## config.mk

```make
export PLATFORM = sky130hd
export DESIGN_NAME = byte_serializer
export DESIGN_NICKNAME = d
export VERILOG_FILES = /design/src/rtl/bsa_pkg.sv /design/src/rtl/bsa_shifter.sv /design/src/rtl/bsa_bitcnt.sv /design/src/rtl/bsa_ctrl.sv /design/src/rtl/byte_serializer.sv
export SDC_FILE = /design/constraint.sdc
export NUM_CORES = 1
export LEC_CHECK = 0
export BUFFER_PORTS_ARGS = -buffer_cell sky130_fd_sc_hd__buf_4
export CAP_MARGIN = 20
export CORE_AREA = 2 2 39 41
export CTS_BUF_LIST = sky130_fd_sc_hd__clkbuf_2 sky130_fd_sc_hd__clkbuf_4 sky130_fd_sc_hd__clkbuf_8
export DETAILED_ROUTE_END_ITERATION = 8
export DIE_AREA = 0 0 41 43
export PLACE_DENSITY = 0.82
export SETUP_SLACK_MARGIN = 0.4
export SLEW_MARGIN = 20
export SYNTH_ARGS = -nofsm -noshare
export SYNTH_HDL_FRONTEND = slang
export SYNTH_SLANG_ARGS = --single-unit
```

## constraint.sdc

```tcl
create_clock -name clk -period 3.6 [get_ports clk]
set_input_delay 0.36 -clock clk [delete_from_list [all_inputs] [get_ports clk]]
set_output_delay 0.36 -clock clk [all_outputs]
set_load 0.01 [all_outputs]
```

## src/rtl/bsa_pkg.sv

```systemverilog
package bsa_pkg;

    typedef enum logic {
        ST_IDLE = 1'b0,
        ST_SEND = 1'b1
    } ctl_state_e;

    typedef struct packed {
        logic load;
        logic shift;
        logic pop;
    } ctl_cmd_t;

    function automatic int cnt_width(input int w);
        return (w > 1) ? $clog2(w) : 1;
    endfunction

endpackage

```

## src/rtl/bsa_shifter.sv

```systemverilog
module bsa_shifter #(
    parameter int W = 8
) (
    input  logic         clk,
    input  logic         rst,
    input  logic         load,
    input  logic         shift,
    input  logic [W-1:0] din,
    output logic         sbit
);
    logic [W-1:0] sh_q;

    always_ff @(posedge clk) begin
        if (rst) begin
            sh_q <= '0;
        end else if (load) begin
            sh_q <= din;
        end else if (shift) begin
            sh_q <= {1'b0, sh_q[W-1:1]};
        end
    end

    assign sbit = sh_q[0];

    // right shift brings a zero into the top bit
    a_r3_zero_fill: assert property (@(posedge clk) disable iff (rst)
        (shift && !load) |=> (sh_q[W-1] == 1'b0));

endmodule

```

## src/rtl/bsa_bitcnt.sv

```systemverilog
module bsa_bitcnt #(
    parameter int W = 8
) (
    input  logic clk,
    input  logic rst,
    input  logic clr,
    input  logic inc,
    output logic first,
    output logic last
);
    localparam int CW = bsa_pkg::cnt_width(W);
    localparam logic [CW-1:0] LAST_POS = CW'(W - 1);

    logic [CW-1:0] pos_q;

    always_ff @(posedge clk) begin
        if (rst || clr) begin
            pos_q <= '0;
        end else if (inc) begin
            pos_q <= pos_q + 1'b1;
        end
    end

    assign first = (pos_q == '0);
    assign last  = (pos_q == LAST_POS);

    // a reload at the last position wraps back to the first
    a_r9_wrap: assert property (@(posedge clk) disable iff (rst)
        (last && clr) |=> first);

endmodule

```

## src/rtl/bsa_ctrl.sv

```systemverilog
module bsa_ctrl (
    input  logic              clk,
    input  logic              rst,
    input  logic              q_empty,
    input  logic              ser_ready,
    input  logic              pos_first,
    input  logic              pos_last,
    output bsa_pkg::ctl_cmd_t cmd,
    output logic              valid
);
    import bsa_pkg::*;

    ctl_state_e st_q, st_d;
    logic       acc;

    always_ff @(posedge clk) begin
        if (rst) st_q <= ST_IDLE;
        else     st_q <= st_d;
    end

    always_comb begin
        valid     = (st_q == ST_SEND);
        acc       = valid && ser_ready;
        cmd.load  = ((st_q == ST_IDLE) && !q_empty) || (acc && pos_last && !q_empty);
        cmd.shift = acc && !pos_last;
        cmd.pop   = acc && pos_first && !q_empty;
        st_d      = st_q;
        case (st_q)
            ST_IDLE: if (!q_empty) st_d = ST_SEND;
            ST_SEND: if (acc && pos_last && q_empty) st_d = ST_IDLE;
            default: st_d = ST_IDLE;
        endcase
    end

    // no pop toward an empty queue
    a_r6_pop_nonempty: assert property (@(posedge clk) disable iff (rst)
        cmd.pop |-> !q_empty);

    // pop is a single-cycle pulse tied to an accepted bit
    a_r5_pop_single: assert property (@(posedge clk) disable iff (rst)
        cmd.pop |=> !cmd.pop);

    a_r5_pop_on_accept: assert property (@(posedge clk) disable iff (rst)
        cmd.pop |-> (valid && ser_ready));

endmodule

```

## src/rtl/byte_serializer.sv

```systemverilog
module byte_serializer #(
    parameter int DATA_W = 8
) (
    input  logic              clk,
    input  logic              rst,
    input  logic [DATA_W-1:0] q_data,
    input  logic              q_empty,
    output logic              q_pop,
    output logic              ser_bit,
    output logic              ser_valid,
    input  logic              ser_ready
);
    bsa_pkg::ctl_cmd_t cmd;
    logic pos_first, pos_last;

    bsa_ctrl u_ctrl (
        .clk       (clk),
        .rst       (rst),
        .q_empty   (q_empty),
        .ser_ready (ser_ready),
        .pos_first (pos_first),
        .pos_last  (pos_last),
        .cmd       (cmd),
        .valid     (ser_valid)
    );

    bsa_bitcnt #(.W(DATA_W)) u_cnt (
        .clk   (clk),
        .rst   (rst),
        .clr   (cmd.load),
        .inc   (cmd.shift),
        .first (pos_first),
        .last  (pos_last)
    );

    bsa_shifter #(.W(DATA_W)) u_sh (
        .clk   (clk),
        .rst   (rst),
        .load  (cmd.load),
        .shift (cmd.shift),
        .din   (q_data),
        .sbit  (ser_bit)
    );

    assign q_pop = cmd.pop;

    // a stalled bit is held
    a_r4_stall_hold: assert property (@(posedge clk) disable iff (rst)
        (ser_valid && !ser_ready) |=> (ser_valid && $stable(ser_bit)));

    // reload with data waiting leaves no gap
    a_r7_no_gap: assert property (@(posedge clk) disable iff (rst)
        (ser_valid && ser_ready && pos_last && !q_empty) |=> ser_valid);

    // reload with no data drops valid
    a_r8_idle_on_empty: assert property (@(posedge clk) disable iff (rst)
        (ser_valid && ser_ready && pos_last && q_empty) |=> !ser_valid);

endmodule

```

==> results.cfg, run 1 <==
[outcome]
status = complete, no violations

[finish]
multi_input_area_sq_um = 340
final_nets = 97
seq_area_sq_um = 240
fin_area_sq_um = 736
n_antenna_cell = 0
area_growth_pct = 21.2
drive_above_1_share_pct = 28.7
nFillCells = 125

[min_path]
hp-start = rst
hold_path_depth = 2
min_path_type = input pin to flop

[clock_tree]
post_cts_buffers = 0
cts_sinks = 12
numCtsBuffers = 3
cts-resized-gates = 0
htree_levels = 1
insertion_delay_ns = 0.27
cts_hold_buf = 0
cts_buffer_depth = 2
cts_root_buf = clkbuf_4
cts_tree = yes
cts.clk_slew.worst_paths_ns = 0.07

[yosys]
synth_most_common_cell = nand2_1
ys_ff_latch = 12
syn-num-nets = 81
synth_top_family_by_area = simple AND/OR/NAND/NOR gates
async_reset_ff_share_pct = 0
synthSimpleGateAreaFrac_pct = 24.5
yosysSeqAreaShare_pct = 39.6
synth_edf_count = 0
synth.avg_cell_area_sq_um = 9.19
synth_top_area_share_pct = 39.6
synth_mux_area_share_pct = 3.30
synthTopCellsByArea = dfxtp_1 40%, a311oi_2 9.9%, nand2_1 8.7%
syn_area_sq_um = 607
synthXorXnorAreaFrac_pct = 1.44
synthAdderAreaFrac_pct = 6.19
synth_compound_area_share_pct = 20.6
synth_top_cell_by_area = dfxtp_1
synth-main-ff-cell = dfxtp_1
synth_cells = 66
synth.distinct_cells = 20
synth_common_cells = 14 x nand2_1, 12 x dfxtp_1, 10 x nor3_1
yosys_warnings = 0

[floorplanning]
start_util_pct = 43.9
io_pins = 15
core_sq_um = 1380
dieArea_sq_um = 1760
die_w_um = 41
fp-row-count = 14
chipHeight_um = 43

[placed_design]
place_area_sq_um = 713
place_ws_ns = 1.86
hpwl_um = 894
io_buffers = 14
place_congestion = 0.807

[drt]
dr_total_vias = 552
first_pass_iters = 6
drt-wirelength-per-cell_um = 13.2
wl_mm = 1.27
post-route-drc-count = 0
drt_iter0_drc = 19
vias_per_cell = 5.75
postRouteAntennaNets = 0

[timing]
fin_crit_sh_pct = 49.0
grt_setup_unrepaired = false
worstMarginPinSlew_ns = 0.431
max_clock_freq_ghz = 0.567
period_needed_ns = 1.77
final_max_slew_viol_count = 0
setup_viol = 0
worst_slack_ns = 1.83
clock_skew_ns = 0.00216
slew_headroom_pct = 71.2
finalHoldViolCount = 0
setup_total_negative_slack_ns = 0
hold_slack_ns = 0.364

[power]
power.density_nw_per_um2 = 372
power_mw = 0.273
cellLeakagePower_nw = 0.284
ir_drop_mv = 0.177

[global_routing]
grt_pass1_vias = 487
antenna_found_initial = 0
grt_pass1_wl_mm = 2.00
grt-ovfl-total = 0
grt_max_degree = 14
grtUsageTotal_pct = 17.2

[setup_path]
worst_setup_path_end_kind = flop
r2r_cells = 5
crit_start = u_cnt.pos_q[0]
r2r_setup_slack_ns = 1.83
path_class = flop to flop
worst_ep_arrival_time_ns = 1.93
endpoint = u_sh.sh_q[2]
r2r_end = u_sh.sh_q[2]
startpoint_type = flop
timing.rr.start = u_cnt.pos_q[0]
crit_fanout = 10
required_ns = 3.77

[flow_run]
max-cap-violations = 0
-- logic make-up (layout without fill, tap and decap cells) --
| kind of cell | after synthesis | count (layout) |
|---|---|---|
| xor+xnor | 1 | 1 |
| mux | 2 | 2 |
| buf+inv | 5 | 19 |
| fa+ha+maj | 3 | 3 |
| compound gates | 12 | 12 |
| simple gates | 31 | 31 |
| flops | 12 | 12 |
-- final cells by class --
class | instances | area share (%)
well taps | 16 | 2.72
multi-input cells | 49 | 46.3
clock buffers | 3 | 3.06
inverters | 2 | 1.02
repair buffers | 14 | 14.3
flip-flops and latches | 12 | 32.7
-- stage by stage --
step,utilization [%],cells
after CTS,53.2,96
after floorplan,-,66
after global placement,51.5,93
final,53.2,96
after global routing,53.2,96
after detailed placement,51.5,93
-- worst min path at each step --
stage / to
floorplan: u_sh.sh_q[1]
CTS: u_sh.sh_q[6]
finish: u_sh.sh_q[3]
detailed placement: u_sh.sh_q[0]
global placement: u_sh.sh_q[1]
global route: u_sh.sh_q[4]
-- state kept, by name, indices dropped and copies added (netlist names) --
signal        count
u_sh.sh_q         8
u_cnt.pos_q       3
u_ctrl.valid      1
-- power by group --
part | total, mW | leakage, nW | switching (mW) | internal [mW]
Clock | 0.0802 | 0.0138 | 0.0415 | 0.0387
Sequential | 0.146 | 0.0988 | 0.00509 | 0.141
Combinational | 0.0469 | 0.171 | 0.0238 | 0.0231
-- placed cells by master, fill, tap and decap left out --
cell and instances:
o211ai_1 1, nor2_1 2, a21bo_2 1, and3b_1 1, nor3_1 10, a311oi_2 4
a21oi_1 2, nand3b_1 2, nand4b_1 1, a21boi_2 1, nand2_1 14, dfxtp_1 12
xnor2_1 1, a311oi_1 3, mux2i_1 2, inv_1 2, clkbuf_4 3, nand2b_1 1
buf_4 14, ha_1 3
-- critical path, stage by stage, from the launching register on --
cell and delay, ns:
dfxtp_1 0.33, ha_1 0.20, ha_1 0.22, and3b_1 0.50, nand2_1 0.11, a311oi_1 0.30
-- metal layers --
metal / share of wire (%) / track usage (%)
met2: 48 / 25.3
met4: 5.1 / 14.0
met5: 0 / 0
met3: 4.9 / 3.14
met1: 42 / 20.3
Power figures use the tool's default switching activity.
==> inputs of run 2 (changes only) <==
PLACE_DENSITY = 0.85   (was 0.82)
clock period = 1.6 ns   (was 3.6 ns; I/O delays follow)
==> run 2 against run 1 <==
Against the previous run:
- combinational power grew to 2.8 times the previous value
- utilization is 11 points higher
- global-route usage is 2.8 points higher
- worst setup slack worse by 1.7 ns
- power grew to 2.6 times the previous value
- critical path depth is 1 higher
- register-to-register slack worse by 1.7 ns
- die area stayed put
- highest routed layer unchanged
==> results.cfg, run 2 (same netlist as run 1, synthesis figures left out) <==
[power]
seq_power_share_pct = 46.1
power.density_nw_per_um2 = 806
cellLeakagePower_nw = 0.349
p_comb_share_pct = 18.4
ir_drop_mv = 0.445
switching_share_pct = 27.3
pwr-share-clk_pct = 35.6
p_int_mw = 0.523
p_switching_mw = 0.196

[timing]
setup_viol = 0
finalHoldViolCount = 0
clock_skew_ns = 0.0141
setup_total_negative_slack_ns = 0
worstMarginPinSlew_ns = 0.297
slew_headroom_pct = 80.1
grt_setup_unrepaired = true
final_max_slew_viol_count = 0
max_clock_freq_ghz = 0.667
period_needed_ns = 1.50
fin_crit_sh_pct = 93.7

[floorplanning]
die_w_um = 41
start_util_pct = 43.9
core_sq_um = 1380
io_pins = 15
chipHeight_um = 43
fp-row-count = 14
dieArea_sq_um = 1760

[global_routing]
grtUsageTotal_pct = 19.9
grt_pass1_vias = 539
grt_max_degree = 14
grt_pass1_wl_mm = 2.28
antenna_found_initial = 0
grt-ovfl-total = 0

[setup_path]
required_ns = 1.79
crit_fanout = 7
worst_setup_path_end_kind = flop
r2r_setup_slack_ns = 0.10
worst_ep_arrival_time_ns = 1.69
path_class = flop to flop
startpoint_type = flop

[placed_design]
hpwl_um = 989
io_buffers = 14
dp_cells = 96
place_congestion = 0.761

[finish]
n_antenna_cell = 0
largest_register_ff_count = 8
layout_commonest_cell = buf_4
drive_above_1_share_pct = 51.1
final_cell_mix = 19 x buf_4, 12 x nand2_1, 10 x nor3_1, 10 x dfxtp_1, 6 x a311oi_2
largest-register = u_sh.sh_q
final_nets = 104
area_growth_pct = 47.0
final_cells = 104

[flow_run]
max-cap-violations = 0

[drt]
post-route-drc-count = 0
drt-wirelength-per-cell_um = 15.1
drt_iter0_drc = 11
dr_total_vias = 602
vias_per_cell = 5.79
postRouteAntennaNets = 0
first_pass_iters = 5
wl_mm = 1.57

[clock_tree]
numCtsBuffers = 3
cts_buffer_depth = 2
insertion_delay_ns = 0.29
cts_root_buf = clkbuf_4
htree_levels = 1
cts_sinks = 12
cts_tree = yes
cts.clk_slew.worst_paths_ns = 0.09

[min_path]
min_path_type = input pin to flop

[outcome]
status = complete, no violations
run 2: changes by cell type in the layout (fill, tap and decap cells not counted), moves of 2 or more:
cell	delta
buf_4	+5
ha_1	-3
ha_4	+3
a311oi_1	-2
a311oi_2	+2
buf_6	+2
dfxtp_1	-2
inv_1	-2
inv_4	+2
nand2_1	-2
run 2: worst paths after layout:
path | from | end | depth (start not counted)
max | u_cnt.pos_q[1] | u_sh.sh_q[5] | 6
min reg2reg | u_sh.sh_q[2] | u_sh.sh_q[1] | 2
max reg2reg | u_cnt.pos_q[1] | u_sh.sh_q[5] | 6
min | q_empty | u_ctrl.valid | 2
run 2: layout make-up:
| type | instances | area [sq um] |
|---|---|---|
| Clock buffer | 4 | 36.3 |
| Fill cell | 114 | 492 |
| Inverter | 2 | 12.5 |
| Multi-Input combinational cell | 49 | 413 |
| Sequential cell | 12 | 245 |
| Tap cell | 16 | 20.0 |
| Timing Repair Buffer | 21 | 165 |
run 2: power by group through the flow:
stage,clock (mW),combinational [mW],sequential (mW)
6_report,0.256,0.132,0.332
3_5_place_dp,0,0.112,0.338
2_1_floorplan,0,0.0653,0.336
5_1_grt,0.270,0.143,0.333
3_3_place_gp,0,0.110,0.336
4_1_cts,0.250,0.126,0.331
run 2: what timing repair did:
| item | CTS | global route |
|---|---|---|
| hold buffers | 0 | 0 |
| setup buffers | 3 | 1 |
| endpoints found under the setup margin | 12 | 13 |
| pin swaps | 5 | 5 |
| gates resized for setup | 11 | 7 |
run 2: metrics by stage:
step	hold slack, ns	utilization (%)	setup WS (ns)	power (mW)	cell area, sq um
2_1_floorplan	0.232	-	0.269	0.402	634
3_3_place_gp	0.446	55.2	0.192	0.446	763
3_5_place_dp	0.452	55.2	0.138	0.450	763
4_1_cts	0.167	62.7	0.153	0.707	867
5_1_grt	0.168	64.5	0.0588	0.747	892
6_report	0.157	64.5	0.101	0.719	892
run 2: critical path, stage by stage, from the launching register on:
cell and delay, ns:
dfxtp_2 0.36, ha_4 0.17, ha_4 0.17, and3b_2 0.26, buf_6 0.14, nand2_4 0.04
a311oi_2 0.26
run 2: layer usage:
layer,vias to the layer above,part of all wire [%],wire length (um),global-route usage (%)
li1,286,-,-,-
met1,301,44,691,22.7
met2,11,50,788,30.9
met3,4,3.1,49,3.66
met4,0,2.7,43,14.7
met5,-,0,0,0
